--- src/rtl/rtg_pkg.sv ---
package rtg_pkg;
  localparam int ADDR_W   = 3;
  localparam int DATA_W   = 32;
  localparam int NREG     = 8;
  localparam int HI_LSB   = 16;

  localparam int A_HTOT   = 0;
  localparam int A_HSYNC  = 1;
  localparam int A_VTOT   = 2;
  localparam int A_VSYNC  = 3;
  localparam int A_CTRL   = 4;
  localparam int A_WIN_TL = 5;
  localparam int A_WIN_BR = 6;

  localparam int C_RUN    = 0;
  localparam int C_PLANE  = 1;
  localparam int C_HPOL   = 2;
  localparam int C_VPOL   = 3;
  localparam int C_CLK_LO = 4;
  localparam int CLK_W    = 3;
  localparam int CTRL_W   = C_CLK_LO + CLK_W;
endpackage

--- src/rtl/rtg_regs.sv ---
module rtg_regs
  import rtg_pkg::*;
#(
  parameter int CW = 12,
  parameter int SW = 8
) (
  input  logic              clk,
  input  logic              rst_n,
  input  logic              wr_en,
  input  logic [ADDR_W-1:0] wr_addr,
  input  logic [DATA_W-1:0] wr_data,
  input  logic [ADDR_W-1:0] rd_addr,
  output logic [DATA_W-1:0] rd_data,
  output logic [CW-1:0]     htot,
  output logic [CW-1:0]     hde,
  output logic [CW-1:0]     hss,
  output logic [SW-1:0]     hsw,
  output logic [CW-1:0]     vtot,
  output logic [CW-1:0]     vde,
  output logic [CW-1:0]     vss,
  output logic [SW-1:0]     vsw,
  output logic [CW-1:0]     win_l,
  output logic [CW-1:0]     win_t,
  output logic [CW-1:0]     win_r,
  output logic [CW-1:0]     win_b,
  output logic [CTRL_W-1:0] ctrl
);
  function automatic logic [DATA_W-1:0] fmask(input int a);
    logic [DATA_W-1:0] m;
    m = '0;
    case (a)
      A_HTOT, A_VTOT, A_WIN_TL, A_WIN_BR: begin
        m[CW-1:0]              = '1;
        m[HI_LSB+CW-1:HI_LSB]  = '1;
      end
      A_HSYNC, A_VSYNC: begin
        m[CW-1:0]              = '1;
        m[HI_LSB+SW-1:HI_LSB]  = '1;
      end
      A_CTRL:  m[CTRL_W-1:0] = '1;
      default: m = '0;
    endcase
    return m;
  endfunction

  logic [DATA_W-1:0] q [NREG];

  for (genvar i = 0; i < NREG; i++) begin : g_reg
    logic              we;
    logic [DATA_W-1:0] d;
    always_comb begin
      we = wr_en && (wr_addr == ADDR_W'(i));
      d  = wr_data & fmask(i);
    end
    always_ff @(posedge clk or negedge rst_n) begin
      if (!rst_n)  q[i] <= '0;
      else if (we) q[i] <= d;
    end
  end

  always_comb begin
    rd_data = q[rd_addr];
    hde   = q[A_HTOT][CW-1:0];
    htot  = q[A_HTOT][HI_LSB+CW-1:HI_LSB];
    hss   = q[A_HSYNC][CW-1:0];
    hsw   = q[A_HSYNC][HI_LSB+SW-1:HI_LSB];
    vde   = q[A_VTOT][CW-1:0];
    vtot  = q[A_VTOT][HI_LSB+CW-1:HI_LSB];
    vss   = q[A_VSYNC][CW-1:0];
    vsw   = q[A_VSYNC][HI_LSB+SW-1:HI_LSB];
    win_l = q[A_WIN_TL][CW-1:0];
    win_t = q[A_WIN_TL][HI_LSB+CW-1:HI_LSB];
    win_r = q[A_WIN_BR][CW-1:0];
    win_b = q[A_WIN_BR][HI_LSB+CW-1:HI_LSB];
    ctrl  = q[A_CTRL][CTRL_W-1:0];
  end
endmodule

--- src/rtl/rtg_counters.sv ---
module rtg_counters #(
  parameter int CW = 12
) (
  input  logic          clk,
  input  logic          rst_n,
  input  logic          run,
  input  logic [CW-1:0] htot,
  input  logic [CW-1:0] vtot,
  output logic [CW-1:0] hcnt,
  output logic [CW-1:0] vcnt
);
  logic          hwrap;
  logic          vwrap;
  logic [CW-1:0] hcnt_d;
  logic [CW-1:0] vcnt_d;

  always_comb begin
    hwrap  = hcnt >= htot;
    vwrap  = vcnt >= vtot;
    hcnt_d = hcnt;
    vcnt_d = vcnt;
    if (!run) begin
      hcnt_d = '0;
      vcnt_d = '0;
    end else if (hwrap) begin
      hcnt_d = '0;
      vcnt_d = vwrap ? '0 : vcnt + 1'b1;
    end else begin
      hcnt_d = hcnt + 1'b1;
    end
  end

  always_ff @(posedge clk or negedge rst_n) begin
    if (!rst_n) begin
      hcnt <= '0;
      vcnt <= '0;
    end else begin
      hcnt <= hcnt_d;
      vcnt <= vcnt_d;
    end
  end
endmodule

--- src/rtl/rtg_span.sv ---
module rtg_span #(
  parameter int CW = 12,
  parameter int SW = 8
) (
  input  logic [CW-1:0] cnt,
  input  logic [CW-1:0] start,
  input  logic [SW-1:0] len,
  output logic          on
);
  logic [CW-1:0] off;
  always_comb begin
    off = cnt - start;
    on  = (cnt >= start) && (off < {{(CW-SW){1'b0}}, len});
  end
endmodule

--- src/rtl/rtg_outputs.sv ---
module rtg_outputs #(
  parameter int CW = 12,
  parameter int SW = 8
) (
  input  logic          clk,
  input  logic          rst_n,
  input  logic          run,
  input  logic          plane_req,
  input  logic          hpol,
  input  logic          vpol,
  input  logic [CW-1:0] hcnt,
  input  logic [CW-1:0] vcnt,
  input  logic [CW-1:0] hde,
  input  logic [CW-1:0] vde,
  input  logic [CW-1:0] hss,
  input  logic [SW-1:0] hsw,
  input  logic [CW-1:0] vss,
  input  logic [SW-1:0] vsw,
  input  logic [CW-1:0] win_l,
  input  logic [CW-1:0] win_t,
  input  logic [CW-1:0] win_r,
  input  logic [CW-1:0] win_b,
  output logic          hsync,
  output logic          vsync,
  output logic          de,
  output logic          vis,
  output logic          plane_on,
  output logic          vs_rise
);
  localparam int NAX = 2;

  logic [CW-1:0] ax_cnt   [NAX];
  logic [CW-1:0] ax_start [NAX];
  logic [SW-1:0] ax_len   [NAX];
  logic [NAX-1:0] ax_on;

  always_comb begin
    ax_cnt[0] = hcnt; ax_start[0] = hss; ax_len[0] = hsw;
    ax_cnt[1] = vcnt; ax_start[1] = vss; ax_len[1] = vsw;
  end

  for (genvar a = 0; a < NAX; a++) begin : g_axis
    rtg_span #(.CW(CW), .SW(SW)) u_span (
      .cnt   (ax_cnt[a]),
      .start (ax_start[a]),
      .len   (ax_len[a]),
      .on    (ax_on[a])
    );
  end

  logic vs_q, vs_d;
  logic plane_d;
  logic in_vis, in_win;

  always_comb begin
    vs_d    = run & ax_on[1];
    vs_rise = vs_d & ~vs_q;
    plane_d = vs_rise ? plane_req : plane_on;
    in_vis  = (hcnt <= hde) && (vcnt <= vde);
    in_win  = (hcnt >= win_l) && (hcnt <= win_r) &&
              (vcnt >= win_t) && (vcnt <= win_b);
    de      = run & in_vis & in_win;
    vis     = de & plane_on;
    hsync   = hpol ^ (run & ax_on[0]);
    vsync   = vpol ^ vs_d;
  end

  always_ff @(posedge clk or negedge rst_n) begin
    if (!rst_n) begin
      vs_q     <= 1'b0;
      plane_on <= 1'b0;
    end else begin
      vs_q     <= vs_d;
      plane_on <= plane_d;
    end
  end
endmodule

--- src/rtl/raster_timing_gen.sv ---
module raster_timing_gen
  import rtg_pkg::*;
#(
  parameter int CW = 12,
  parameter int SW = 8
) (
  input  logic              clk,
  input  logic              rst_n,
  input  logic              wr_en,
  input  logic [ADDR_W-1:0] wr_addr,
  input  logic [DATA_W-1:0] wr_data,
  input  logic [ADDR_W-1:0] rd_addr,
  output logic [DATA_W-1:0] rd_data,
  output logic              hsync,
  output logic              vsync,
  output logic              de,
  output logic              vis,
  output logic [CW-1:0]     x,
  output logic [CW-1:0]     y,
  output logic [CLK_W-1:0]  clk_sel,
  output logic              plane_on
);
  logic [1:0] rst_pipe;
  logic       rst_sync_n;

  always_ff @(posedge clk or negedge rst_n) begin
    if (!rst_n) rst_pipe <= 2'b00;
    else        rst_pipe <= {rst_pipe[0], 1'b1};
  end
  assign rst_sync_n = rst_pipe[1];

  logic [CW-1:0]     htot, hde, hss, vtot, vde, vss;
  logic [CW-1:0]     win_l, win_t, win_r, win_b;
  logic [SW-1:0]     hsw, vsw;
  logic [CTRL_W-1:0] ctrl;
  logic              run, vs_rise;

  rtg_regs #(.CW(CW), .SW(SW)) u_regs (
    .clk (clk), .rst_n (rst_sync_n),
    .wr_en (wr_en), .wr_addr (wr_addr), .wr_data (wr_data),
    .rd_addr (rd_addr), .rd_data (rd_data),
    .htot (htot), .hde (hde), .hss (hss), .hsw (hsw),
    .vtot (vtot), .vde (vde), .vss (vss), .vsw (vsw),
    .win_l (win_l), .win_t (win_t), .win_r (win_r), .win_b (win_b),
    .ctrl (ctrl)
  );

  assign run     = ctrl[C_RUN];
  assign clk_sel = ctrl[C_CLK_LO+CLK_W-1:C_CLK_LO];

  rtg_counters #(.CW(CW)) u_cnt (
    .clk (clk), .rst_n (rst_sync_n), .run (run),
    .htot (htot), .vtot (vtot), .hcnt (x), .vcnt (y)
  );

  rtg_outputs #(.CW(CW), .SW(SW)) u_out (
    .clk (clk), .rst_n (rst_sync_n), .run (run),
    .plane_req (ctrl[C_PLANE]), .hpol (ctrl[C_HPOL]), .vpol (ctrl[C_VPOL]),
    .hcnt (x), .vcnt (y), .hde (hde), .vde (vde),
    .hss (hss), .hsw (hsw), .vss (vss), .vsw (vsw),
    .win_l (win_l), .win_t (win_t), .win_r (win_r), .win_b (win_b),
    .hsync (hsync), .vsync (vsync), .de (de), .vis (vis),
    .plane_on (plane_on), .vs_rise (vs_rise)
  );
endmodule

--- config.mk ---
export PLATFORM = sky130hd
export DESIGN_NAME = raster_timing_gen
export DESIGN_NICKNAME = d
export VERILOG_FILES = /design/src/rtl/rtg_pkg.sv /design/src/rtl/rtg_regs.sv /design/src/rtl/rtg_counters.sv /design/src/rtl/rtg_span.sv /design/src/rtl/rtg_outputs.sv /design/src/rtl/raster_timing_gen.sv
export SDC_FILE = /design/constraint.sdc
export NUM_CORES = 1
export LEC_CHECK = 0
export BUFFER_PORTS_ARGS = -buffer_cell sky130_fd_sc_hd__buf_2
export CAP_MARGIN = 10
export CORE_MARGIN = 2
export CORE_UTILIZATION = 55
export CTS_CLUSTER_SIZE = 12
export DETAILED_ROUTE_END_ITERATION = 12
export PLACE_DENSITY = 0.8
export SYNTH_ARGS = -nofsm -noshare
export SYNTH_HDL_FRONTEND = slang
export SYNTH_SLANG_ARGS = --single-unit
--- constraint.sdc ---
create_clock -name clk -period 5.84 [get_ports clk]
set_clock_uncertainty 0.05 [all_clocks]
set_input_delay 0.584 -clock clk [delete_from_list [all_inputs] [get_ports clk]]
set_output_delay 0.584 -clock clk [all_outputs]
set_load 0.1 [all_outputs]
==> impl_results.rst <==
.. list-table::
   :header-rows: 1

   * - Metric
     - Value
   * - Buffers from clock root to sink, at most
     - 2
   * - Combined area of all synthesized cells
     - 0.0115 mm^2
   * - Reg-to-Reg Start
     - u_cnt.vcnt[0]
   * - Clock Power Share
     - 0.257
   * - Seq/Total Area, Yosys
     - 0.373
   * - Synthesis-to-layout area growth
     - 11.7%
   * - Total Wirelength
     - 32500 um
   * - Tightest slew margin relative to the limit
     - 0.252
   * - Initial Util
     - 0.564
   * - Critical Path Fanout Max
     - 7
   * - Static leakage power
     - 6.43 nW
   * - Quantity of I/O buffers inserted on ports
     - 88
   * - Switching part of the total power
     - 0.404
   * - Antenna violations before repair
     - 0
   * - Cells taking the most area after synthesis
     - sky130_fd_sc_hd__dfrtp_1 (37%), sky130_fd_sc_hd__ha_1 (15%), sky130_fd_sc_hd__mux2_2 (7.8%)
   * - Final critical-path required period
     - 5.29 ns
   * - Largest net degree at the start of global routing
     - 82
   * - YS warnings
     - 0
   * - Internal power summed over all cells
     - 2.69 mW
   * - Power per standard cell area
     - 352 mW/mm^2
   * - Ratio of cells with drive above 1 in the final layout
     - 0.195
   * - Floorplan die width
     - 148 um
   * - Root Buffer Master
     - sky130_fd_sc_hd__clkbuf_16
   * - Final weighted congestion in routability-driven placement
     - 0.940
   * - Clock insertion delay at the later pin of the skew report
     - 0.44 ns
   * - Startpoint of the most critical setup path
     - u_cnt.vcnt[0]
   * - Clock buffers created by TritonCTS
     - 17
   * - Max-cap violations
     - 0
   * - Unrepaired setup endpoints after global routing
     - false
   * - Final-stage net count
     - 1456
   * - Number of remaining DRC errors
     - 0
   * - Global-route wire length before repair
     - 51000 um
   * - ANT nets after route
     - 0
   * - CTS tree
     - yes
   * - Vias in the first global route
     - 9331
   * - Worst slew pin tran
     - 1.12 ns
   * - Startpoint type of the worst setup path
     - flip-flop
   * - Maximum clock frequency
     - 189 MHz
   * - Aggregate global routing overflow
     - 0
   * - Net Sw Power
     - 1.82 mW
   * - Hold violation total from the final report
     - 0
   * - Hold slack final
     - 0.223 ns
   * - Die outline area
     - 0.0220 mm^2
   * - Required time of the critical path
     - 5.21 ns
   * - Synthesized netlist cell count
     - 1193
   * - Number of pins exceeding their max-slew limit in the final report
     - 0
   * - 1st-iter DRT viols
     - 871
   * - Data arrival, critical path
     - 4.66 ns
   * - Fraction of power consumed by sequential logic
     - 0.357
   * - Via Count
     - 9547
   * - Mean routed wirelength per cell
     - 20.8 um
   * - Post-synthesis average cell area
     - 9.62 um^2
   * - Run status
     - complete, no violations
   * - TNS Setup
     - 0 ns
   * - Peak ir drop on the vdd network
     - 246 uV
   * - Fraction of synthesized cell area taken by the top area cell type
     - 0.373
   * - ANT cells
     - 0
   * - Critical path capture point type
     - output port
   * - Share of the clock period used by the worst path after layout
     - 0.906
   * - Total clock sinks
     - 171
   * - Global router's overall resource usage
     - 0.305
   * - Number of flip-flops and latches in the synthesized netlist
     - 171
   * - Post-synthesis cell type count
     - 62
   * - Level count of the clock H-tree
     - 4
   * - Initial DRT Pass Iterations
     - 5
   * - Setup CP Type
     - reg -> out
   * - Most used DFF post-synth
     - sky130_fd_sc_hd__dfrtp_1
   * - Final HPWL from detailed placement
     - 23100 um
   * - Vias per std cell
     - 6.12
   * - Final setup vio count
     - 0
   * - Async set or reset register ratio after synthesis
     - 1.00
   * - Path class of the lowest-slack min-delay path
     - reg -> async
   * - Post-synthesis cell type with the largest combined area
     - sky130_fd_sc_hd__dfrtp_1
   * - Register clock-pin slew on the reported worst setup and hold paths
     - 0.07 ns
   * - DIE HEIGHT
     - 148 um
   * - Boundary pin count
     - 105
   * - Count of flip-flops with a built-in enable after synthesis
     - 0
   * - Cell Rows
     - 52
   * - Core Region
     - 0.0204 mm^2
   * - Share of total power in combinational logic
     - 0.386
synth_stat cells, types with 3 or more instances:
cell / count
sky130_fd_sc_hd__a21oi_1: 74
sky130_fd_sc_hd__o21a_1: 9
sky130_fd_sc_hd__nand2b_1: 12
sky130_fd_sc_hd__nand3_1: 17
sky130_fd_sc_hd__inv_1: 142
sky130_fd_sc_hd__mux2i_1: 13
sky130_fd_sc_hd__a21boi_0: 5
sky130_fd_sc_hd__and3_1: 8
sky130_fd_sc_hd__clkbuf_1: 36
sky130_fd_sc_hd__a31oi_1: 3
sky130_fd_sc_hd__a22o_1: 4
sky130_fd_sc_hd__mux2_2: 80
sky130_fd_sc_hd__o211ai_1: 5
sky130_fd_sc_hd__a211oi_1: 4
sky130_fd_sc_hd__nand4_1: 19
sky130_fd_sc_hd__o21ai_0: 109
sky130_fd_sc_hd__a21o_1: 29
sky130_fd_sc_hd__o22ai_1: 3
sky130_fd_sc_hd__buf_1: 5
sky130_fd_sc_hd__mux4_2: 20
sky130_fd_sc_hd__a211o_1: 3
sky130_fd_sc_hd__o31ai_1: 4
sky130_fd_sc_hd__nor3b_1: 4
sky130_fd_sc_hd__and2_1: 3
sky130_fd_sc_hd__nor2_1: 64
sky130_fd_sc_hd__nor2b_1: 14
sky130_fd_sc_hd__nand4b_1: 3
sky130_fd_sc_hd__a22oi_1: 13
sky130_fd_sc_hd__buf_4: 8
sky130_fd_sc_hd__xor2_1: 12
sky130_fd_sc_hd__nand2_1: 98
sky130_fd_sc_hd__nor3_1: 13
sky130_fd_sc_hd__ha_1: 136
sky130_fd_sc_hd__dfrtp_1: 171
sky130_fd_sc_hd__xnor2_1: 12
sky130_fd_sc_hd__or3_1: 4
cells by family after synthesis:
group | after synthesis | synth area share
compound gates | 278 | 0.145
xor+xnor | 24 | 0.0183
fa+ha+maj | 138 | 0.152
buf+inv | 192 | 0.0661
flops | 171 | 0.373
mux | 114 | 0.130
other cells | 2 | 0.000654
simple gates | 274 | 0.115
worst max-delay path, cell delays in order, from the launching register on:
cell and delay (ns):
sky130_fd_sc_hd__dfrtp_1 0.45, sky130_fd_sc_hd__inv_1 0.22, sky130_fd_sc_hd__ha_1 0.20, sky130_fd_sc_hd__inv_1 0.05
sky130_fd_sc_hd__fa_1 0.40, sky130_fd_sc_hd__a21o_1 0.18, sky130_fd_sc_hd__a21oi_1 0.25, sky130_fd_sc_hd__nand3b_1 0.17
sky130_fd_sc_hd__nand2_1 0.07, sky130_fd_sc_hd__xor2_1 0.15, sky130_fd_sc_hd__ha_1 0.28, sky130_fd_sc_hd__and4_1 0.20
sky130_fd_sc_hd__o21ai_0 0.07, sky130_fd_sc_hd__a21oi_1 0.05, sky130_fd_sc_hd__and4bb_1 0.26, sky130_fd_sc_hd__nand3_2 0.09
sky130_fd_sc_hd__a2111oi_4 0.46, sky130_fd_sc_hd__xor2_1 0.19, sky130_fd_sc_hd__buf_2 0.44
layout by cell type, fill, tap and decap left out, types with 9 or more instances in the layout:
master,count
sky130_fd_sc_hd__a21oi_1,74
sky130_fd_sc_hd__nor3_1,12
sky130_fd_sc_hd__clkbuf_16,17
sky130_fd_sc_hd__conb_1,9
sky130_fd_sc_hd__nand4_1,19
sky130_fd_sc_hd__dfrtp_1,170
sky130_fd_sc_hd__buf_2,88
sky130_fd_sc_hd__ha_1,136
sky130_fd_sc_hd__nand3_1,17
sky130_fd_sc_hd__nor2b_1,13
sky130_fd_sc_hd__a22oi_1,13
sky130_fd_sc_hd__inv_1,142
sky130_fd_sc_hd__buf_4,19
sky130_fd_sc_hd__xor2_1,12
sky130_fd_sc_hd__nand2b_1,12
sky130_fd_sc_hd__mux2_2,80
sky130_fd_sc_hd__nor2_1,64
sky130_fd_sc_hd__xnor2_1,12
sky130_fd_sc_hd__nand2_1,98
sky130_fd_sc_hd__o21ai_0,109
sky130_fd_sc_hd__a21o_1,29
sky130_fd_sc_hd__o21a_1,9
sky130_fd_sc_hd__mux4_2,20
sky130_fd_sc_hd__mux2i_1,13
power groups by stage:
stage	clock network [mW]	logic (mW)	registers [mW]
2_1_floorplan	0	1.22	1.70
3_3_place_gp	0	1.66	1.61
3_5_place_dp	0	1.71	1.62
4_1_cts	1.17	1.73	1.60
5_1_grt	1.22	1.91	1.64
6_report	1.16	1.74	1.61
area by class of cell:
type                       instances  area, um^2
fill                            1649        7540
multi-input combinational        837        6480
timing repair buffer             108         593
tap                              270         338
clock inverter                    11         135
clock buffer                      20         457
sequential                       171        4280
inverter                         142         533
worst paths after layout:
path	end	slack (ns)	cells after the start
max reg2reg	u_out.plane_on	1.69	18
min reg2reg	u_cnt.vcnt[3]	0.22	0
min	u_cnt.vcnt[3]	0.22	0
max in group asynchronous	u_regs.win_r[11]	4.09	1
min in group clk	rst_pipe[1]	0.30	0
max	vsync	0.55	18
timing repair:
| action | 4_1_cts | 5_1_grt |
|---|---|---|
| buffers inserted | 0 | 0 |
| endpoints found under the hold margin | 2 | 0 |
| hold buffers | 1 | 0 |
| resized for setup | 0 | 0 |
stage by stage:
step | instance area, um^2 | total power, mW | utilization | worst slack (ns) | cells
after global placement | 12200 | 3.27 | 0.600 | 1.12 | 1527
after detailed placement | 12200 | 3.34 | 0.600 | 1.05 | 1527
after CTS | 12800 | 4.51 | 0.630 | 0.557 | 1559
after floorplan | 11500 | 2.91 | - | 0.0928 | 1200
after global routing | 12800 | 4.77 | 0.630 | 0.244 | 1559
final | 12800 | 4.52 | 0.630 | 0.549 | 1559
layer usage:
metal | up-vias | track usage | routed length, um
met1 | 4672 | 0.411 | 13600
met5 | - | 0 | 0
met4 | 0 | 0.120 | 1350
met2 | 442 | 0.489 | 15100
met3 | 95 | 0.0574 | 2480
li1 | 4338 | - | -
(Power assumes the default switching activity.)
